$ cat src/rtl/tbus_pkg.sv
package tbus_pkg;
  localparam int unsigned TB_DATA_W   = 8;
  localparam int unsigned TB_NUM_TRIB = 3;
  localparam int unsigned TB_CNT_W    = 16;
  localparam int unsigned TB_CLR_FRM  = 3;

  typedef enum logic {PAR_EVEN = 1'b0, PAR_ODD = 1'b1} par_sense_e;
endpackage

$ cat src/rtl/tbus_ais_trk.sv
module tbus_ais_trk
  import tbus_pkg::*;
#(
  parameter int unsigned CLR_FRM = TB_CLR_FRM,
  localparam int unsigned MW = $clog2(CLR_FRM + 1)
) (
  input  logic clk,
  input  logic rst_n,
  input  logic hit,
  input  logic frame_start,
  output logic ais
);
  localparam logic [MW-1:0] MISS_LAST = MW'(CLR_FRM - 1);

  logic          seen_q, seen_d;
  logic          ais_q, ais_d;
  logic [MW-1:0] miss_q, miss_d;

  always_comb begin
    seen_d = seen_q;
    ais_d  = ais_q;
    miss_d = miss_q;
    if (frame_start) begin
      seen_d = 1'b0;
      if (seen_q) begin
        miss_d = '0;
      end else if (ais_q) begin
        if (miss_q == MISS_LAST) begin
          ais_d  = 1'b0;
          miss_d = '0;
        end else begin
          miss_d = miss_q + 1'b1;
        end
      end
    end
    if (hit) begin
      seen_d = 1'b1;
      ais_d  = 1'b1;
      miss_d = '0;
    end
  end

  always_ff @(posedge clk or negedge rst_n) begin
    if (!rst_n) begin
      seen_q <= 1'b0;
      ais_q  <= 1'b0;
      miss_q <= '0;
    end else begin
      seen_q <= seen_d;
      ais_q  <= ais_d;
      miss_q <= miss_d;
    end
  end

  assign ais = ais_q;

  assert_hit_sets_R8: assert property (@(posedge clk) disable iff (!rst_n)
    hit |=> ais);
  assert_rise_needs_hit_R8: assert property (@(posedge clk) disable iff (!rst_n)
    $rose(ais) |-> $past(hit));
  assert_fall_on_frame_R10: assert property (@(posedge clk) disable iff (!rst_n)
    $fell(ais) |-> $past(frame_start));
endmodule

$ cat config.mk
export PLATFORM = sky130hd
export DESIGN_NAME = tbus_ais_trk
export DESIGN_NICKNAME = d
export VERILOG_FILES = /design/src/rtl/tbus_pkg.sv /design/src/rtl/tbus_ais_trk.sv
export SDC_FILE = /design/constraint.sdc
export NUM_CORES = 1
export LEC_CHECK = 0
export ABC_AREA = 1
export BUFFER_PORTS_ARGS = -buffer_cell sky130_fd_sc_hd__buf_2
export CORE_AREA = 2 2 39 41
export DETAILED_ROUTE_END_ITERATION = 10
export DIE_AREA = 0 0 41 43
export GPL_TIMING_DRIVEN = 0
export HOLD_SLACK_MARGIN = 0.03
export PLACE_DENSITY = 0.41
export REMOVE_ABC_BUFFERS = 1
export SETUP_SLACK_MARGIN = 0.1
export SLEW_MARGIN = 20
export SYNTH_ARGS = -nofsm -noshare
export SYNTH_HDL_FRONTEND = slang
export SYNTH_SLANG_ARGS = --single-unit
export TNS_END_PERCENT = 100
$ cat constraint.sdc
create_clock -name clk -period 1.6 [get_ports clk]
set_input_delay 0.32 -clock clk [delete_from_list [all_inputs] [get_ports clk]]
set_output_delay 0.32 -clock clk [all_outputs]
set_load 0.05 [all_outputs]
==> qor.csv, run 1 <==
metric,value,unit
Critical Path Slowest Stage Cell,dfrtp_1,
Crit Path Class,reg -> out,
via count,187,
DR WL met3,27,um
post-synthesis compound-gate area fraction,5.10,%
row cnt,14,
Post-synth EDFFs,0,
CP max stage delay,0.39,ns
post-synthesis mux area share,0,%
setup ws final,0.383,ns
RSZ-0062 raised after global routing,false,
# IOs,5,
die area,1760,sq um
Avg Inst Size Synth,7.28,sq um
DRC,0,
placed cell areas,236,sq um
P_leak,0.138,nW
Simple-Gate Fraction of Synth Area,36.3,%
fmax,822,MHz
XOR/XNOR share of the synthesized area,0,%
core area,1380,sq um
Final Max Slew Viols,0,
met1 WL,186,um
Crit path max-delay family,flip-flops,
post-layout net count,41,
vias per cell,3.67,
vias in the first global route,180,
Post-Synth Adder-Cell Area,0,%
chip width,41,um
Synth area leader,dfrtp_1,
origin of the worst setup path,ais$_DFFE_PN0P_,
"Primary FF master, synth",dfrtp_1,
Synth Instances,27,
initial antenna violation count,0,
top cell type's share of synthesized area,51.0,%
"CTS clk-pin slew, worst paths",0.03,ns
max layer used,met3,
Buf/Inv on CP,1,
Setup Total Neg Slack,0,ns
die height,43,um
Layout area overhead,36.9,%
CP startpoint kind,flip-flop,
"Clk Latency, worst-skew pair",0.23,ns
Clock Skews,0.0000928,ns
clk buf depth,2,
DP Worst Slack,0.619,ns
Slew @ Worst Pin,0.248,ns
worst hold-check path type,in -> reg,
run status,finished clean,
Met2 Wirelength,177,um
largest family of logic cells by synthesized area,simple AND/OR/NAND/NOR gates,
Crit. End Element,output port,
Initial Util,14.2,%
#FFs+latches synth,4,
WP data arrival,0.90,ns
origin of the worst min-delay path,frame_start,
Max-slew headroom,83.6,%
Reg-to-Reg Start,ais$_DFFE_PN0P_,
Root Driver,clkbuf_4,
design area,269,sq um
Num CTS Buffers,3,
Antenna Cells,0,
post-route antenna net violation count,0,
Sink Count,4,
WP data required,1.28,ns
GR Overflow Total,0,
PostCTS Resize Cnt,0,
share of cells above drive strength 1,22.9,%
H-tree Lvls,1,
DR WL/cell,7.67,um
WHS,0.316,ns
Port Buffers,4,
final hold violations,0,
power density cells,927,nW/um^2
Layout Utilization,19.4,%
crit-path cells,buf_2,
Post-synth top cells,"6 x nand2_1, 6 x nor2_1, 4 x dfrtp_1, 4 x nand3_1, 3 x inv_1",
Max IR drop VDD,0.000262,V
Iter 0 DRT Violations,3,
# Max-Cap Violations,0,
crit-path max FO,5,
Final min period,1.22,ns
sequential area share after synthesis,51.0,%
CTS tree,done,
final setup fails,0,
gr usage total,6.04,%
fraction of the cycle the final worst path needs,76.1,%
post-synth cell types,8,
synth top area cells,"dfrtp_1 51%, nand2_1 11%, nor2_1 11%",
largest net degree at the start of global routing,7,
async set-reset flop share out of synthesis,100,%
Synth Cell Area,196,sq um
GPL Wtd Cong,0.639,
total number of yosys warnings,0,
Routed WL,391,um
TritonRoute pass-1 iters,2,
global-route wire length before repair,676,um
==> power by group <==
group          switching (mW)  leakage [nW]  total [mW]  internal [mW]
Combinational          0.0124        0.0778      0.0214        0.00893
Sequential            0.00433        0.0468       0.110          0.106
Clock                  0.0345        0.0138       0.118         0.0834
==> layout make-up <==
type,count,area (sq um)
Clock buffer,3,22.5
Fill cell,154,1110
Inverter,4,15.0
Multi-Input combinational cell,19,81.3
Sequential cell,4,100
Tap cell,16,20.0
Timing Repair Buffer,5,30.0
==> worst paths after layout <==
check | slack [ns] | end | depth (start not counted)
min in group asynchronous | 0.42 | ais$_DFFE_PN0P_ | 2
worst max register to register | 0.78 | miss_q[1]$_DFFE_PN0P_ | 3
max in group asynchronous | 1.06 | seen_q$_DFFE_PN0P_ | 2
worst min register to register | 0.53 | ais$_DFFE_PN0P_ | 2
worst max-delay path | 0.38 | ais | 1
worst min-delay path | 0.32 | seen_q$_DFFE_PN0P_ | 2
==> state kept, by name, summed over array words and instances (netlist names) <==
register / cells
ais: 1
seen_q: 1
miss_q: 2
==> stage by stage <==
stage          power [mW]  std cells
3_3_place_gp        0.131         47
2_1_floorplan       0.121         27
4_1_cts             0.257         51
5_1_grt             0.267         51
6_report            0.249         51
3_5_place_dp        0.131         47
==> cells in the final DEF, fill, tap and decap left out <==
cell type      count
nand2_1            6
clkbuf_4           3
dlygate4sd3_1      1
dfrtp_1            4
inv_2              1
o21ai_1            2
nor2_1             6
buf_2              4
nand4_1            1
nand3_1            4
inv_1              3
==> metal layers <==
| layer | track usage (%) | vias to the layer above |
|---|---|---|
| li1 | - | 103 |
| met1 | 8.12 | 80 |
| met2 | 6.25 | 4 |
| met3 | 3.14 | 0 |
| met4 | 6.00 | 0 |
| met5 | 0 | - |
==> repair_timing <==
item                      CTS  global route
buffers inserted            0             0
hold buffers                1             0
hold endpoints to repair    4             0
==> cell families after synthesis <==
family                 count (synthesis)
AOI/OAI and AO/OA                      2
buffers and inverters                  4
DFF                                    4
and+or+nand+nor                       17
Note: power is estimated with default switching activity, not from simulation.
==> run 2, diff against run 1 <==
--- a/config.mk
+++ b/config.mk
@@ -5,14 +5,14 @@
 export SDC_FILE = /design/constraint.sdc
 export NUM_CORES = 1
 export LEC_CHECK = 0
-export ABC_AREA = 1
+export ABC_AREA = 0
 export BUFFER_PORTS_ARGS = -buffer_cell sky130_fd_sc_hd__buf_2
 export CORE_AREA = 2 2 39 41
 export DETAILED_ROUTE_END_ITERATION = 10
 export DIE_AREA = 0 0 41 43
 export GPL_TIMING_DRIVEN = 0
 export HOLD_SLACK_MARGIN = 0.03
-export PLACE_DENSITY = 0.41
+export PLACE_DENSITY = 0.42
 export REMOVE_ABC_BUFFERS = 1
 export SETUP_SLACK_MARGIN = 0.1
 export SLEW_MARGIN = 20
==> constraint.sdc (replaced) <==
create_clock -name clk -period 1.14 [get_ports clk]
set_input_delay 0.228 -clock clk [delete_from_list [all_inputs] [get_ports clk]]
set_output_delay 0.228 -clock clk [all_outputs]
set_load 0.05 [all_outputs]
==> qor.csv, run 2 <==
metric,value,unit,change
Max-slew headroom,87.1,%,+3.5 points
"Clk Latency, worst-skew pair",0.23,ns,about the same
R2R Setup Slk,0.06,ns,-0.72 ns
fraction of the cycle the final worst path needs,94.5,%,
post-route antenna net violation count,0,,unchanged
power density cells,1200,nW/um^2,+30%
worst r2r dst,ais$_DFFE_PN0P_,,
RSZ-0062 raised after global routing,true,,
die area,1760,sq um,unchanged
Synth Cell Area,199,sq um,+1.3%
# IOs,5,,unchanged
Iter 0 DRT Violations,2,,-1
vias in the first global route,162,,-10%
final setup fails,0,,unchanged
# Max-Cap Violations,0,,unchanged
placed cell areas,239,sq um,+1.1%
Synth Instances,17,,-37%
post-layout net count,32,,-22%
top cell type's share of synthesized area,50.3,%,-0.64 points
TritonRoute pass-1 iters,3,,+1
hold depth,2,,unchanged
Slew @ Worst Pin,0.194,ns,-0.0546 ns
DR WL/cell,9.50,um,+24%
Reg2Reg Depth,2,,-1
Root Driver,clkbuf_4,,
CP startpoint kind,flip-flop,,
Seq pwr share,43.0,%,-1.1 points
global-route wire length before repair,600,um,-11%
run status,finished clean,,
Layout area overhead,47.2,%,
crit-path max FO,3,,-2
Final min period,1.08,ns,
GPL Wtd Cong,0.632,,-1.1%
Layout Utilization,21.2,%,+1.7 points
Synth area leader,dfrtp_1,,
initial antenna violation count,0,,unchanged
P_leak,0.119,nW,-14%
GR Overflow Total,0,,unchanged
most frequent cell after synthesis,dfrtp_1,,
"CTS clk-pin slew, worst paths",0.04,ns,about the same
Num CTS Buffers,3,,unchanged
core area,1380,sq um,unchanged
die height,43,um,unchanged
total number of yosys warnings,0,,unchanged
"Primary FF master, synth",dfrtp_1,,
sw frac,20.1,%,-0.49 points
Reg-to-Reg Start,miss_q[0]$_DFFE_PN0P_,,
chip width,41,um,unchanged
Comb power frac,8.8,%,+0.2 points
row cnt,14,,unchanged
share of cells above drive strength 1,42.3,%,+19 points
WHS Endpoint,miss_q[1]$_DFFE_PN0P_,,
Port Buffers,4,,unchanged
Max IR drop VDD,0.000412,V,+57%
origin of the worst min-delay path,hit,,
CTS tree,done,,
Post-synth EDFFs,0,,unchanged
Post-synth top cells,"4 x dfrtp_1, 2 x or3b_1",,
register with the most flip-flops,miss_q,,
async set-reset flop share out of synthesis,100,%,unchanged
clock share of power,48.2,%,+0.9 points
design area,293,sq um,+8.8%
clk buf depth,2,,unchanged
Routed WL,399,um,+2.0%
Crit. End Element,flip-flop,,
largest net degree at the start of global routing,7,,unchanged
via count,162,,-13%
gr usage total,5.86,%,-0.18 points
max reg flops,2,,unchanged
sequential area share after synthesis,50.3,%,-0.64 points
WP data arrival,1.19,ns,+0.29 ns
Int Power,281,uW,+42%
worst hold-check path type,in -> reg,,
origin of the worst setup path,miss_q[0]$_DFFE_PN0P_,,
fmax,928,MHz,
Initial Util,14.4,%,+0.18 points
Antenna Cells,0,,unchanged
synth top area cells,"dfrtp_1 50%, or3b_1 8.8%, a21bo_2 5.0%",,
Final Max Slew Viols,0,,unchanged
Avg Inst Size Synth,11.7,sq um,+61%
Crit Path Class,reg -> reg,,
most frequent cells in the layout,"3 x clkbuf_4, 3 x buf_2, 3 x dfrtp_1",,
Clock Skews,0.000780,ns,+0.000687 ns
Sink Count,4,,unchanged
WP data required,1.25,ns,-0.03 ns
DRC,0,,unchanged
final hold violations,0,,unchanged
H-tree Lvls,1,,unchanged
vias per cell,3.86,,+5.2%
Psw,70.7,uW,+38%
#FFs+latches synth,4,,unchanged
post-synth cell types,13,,+5
[run 2: cell types whose count changed after synthesis, moves of 2 or more]
cell,previous run,this run
inv_1,3,1
nor2_1,6,0
or3b_1,0,2
nand3_1,4,0
o21ai_1,2,0
nand2_1,6,0
[run 2: cell families after synthesis]
kind of cell | share of synthesized area [%]
AOI/OAI and AO/OA | 24.5
DFF | 50.3
buffers and inverters | 1.88
and+or+nand+nor | 23.3
[run 2: timing repair]
item / CTS / global route
endpoints found under the hold margin: 4 / 0
setup buffers: 0 / 1
pin swaps: 2 / 0
gates resized for setup: 2 / 2
endpoints found under the setup margin: 4 / 4
hold buffers: 1 / 0
[run 2: power groups by stage]
stage / Sequential [mW] / Combinational (mW) / Clock [mW]
2_1_floorplan: 0.152 / 0.0108 / 0
3_3_place_gp: 0.152 / 0.0222 / 0
3_5_place_dp: 0.153 / 0.0238 / 0
4_1_cts: 0.151 / 0.0264 / 0.182
5_1_grt: 0.152 / 0.0341 / 0.193
6_report: 0.152 / 0.0310 / 0.170
[run 2: critical path, stage by stage (launching register included)]
cell	delay [ns]
dfrtp_1	0.38
or3b_1	0.40
o22a_1	0.17
[run 2: cell type report]
cell class | count | area [sq um]
sequential | 4 | 101
timing repair buffer | 6 | 43.8
fill | 150 | 1090
clock buffer | 3 | 22.5
inverter | 1 | 3.75
multi-input combinational | 12 | 101
tap | 16 | 20.0
[run 2: worst max-delay path by stage]
stage	to	slack [ns]
floorplan	miss_q[0]$_DFFE_PN0P_	-0.10
global placement	ais$_DFFE_PN0P_	0.06
detailed placement	ais$_DFFE_PN0P_	0.03
CTS	ais	0.06
global route	ais$_DFFE_PN0P_	0.04
finish	ais$_DFFE_PN0P_	0.06
[run 2: routing by layer]
| metal | track usage [%] | vias to the layer above | part of all wire [%] |
|---|---|---|---|
| li1 | - | 83 | - |
| met4 | 8.00 | 0 | 0 |
| met3 | 3.14 | 0 | 9.5 |
| met5 | 0 | - | 0 |
| met2 | 6.88 | 5 | 43 |
| met1 | 5.90 | 74 | 47 |
[run 2: through the flow]
step	hold slack [ns]	setup slack [ns]	power, mW	instances	TNS (ns)
after floorplan	-0.0676	-0.103	0.163	17	-0.128
after global placement	0.0295	0.0567	0.175	37	0
after detailed placement	0.0339	0.0275	0.177	37	0
after CTS	0.242	0.0565	0.359	41	0
after global routing	0.238	0.0418	0.379	42	0
final	0.241	0.0630	0.352	42	0
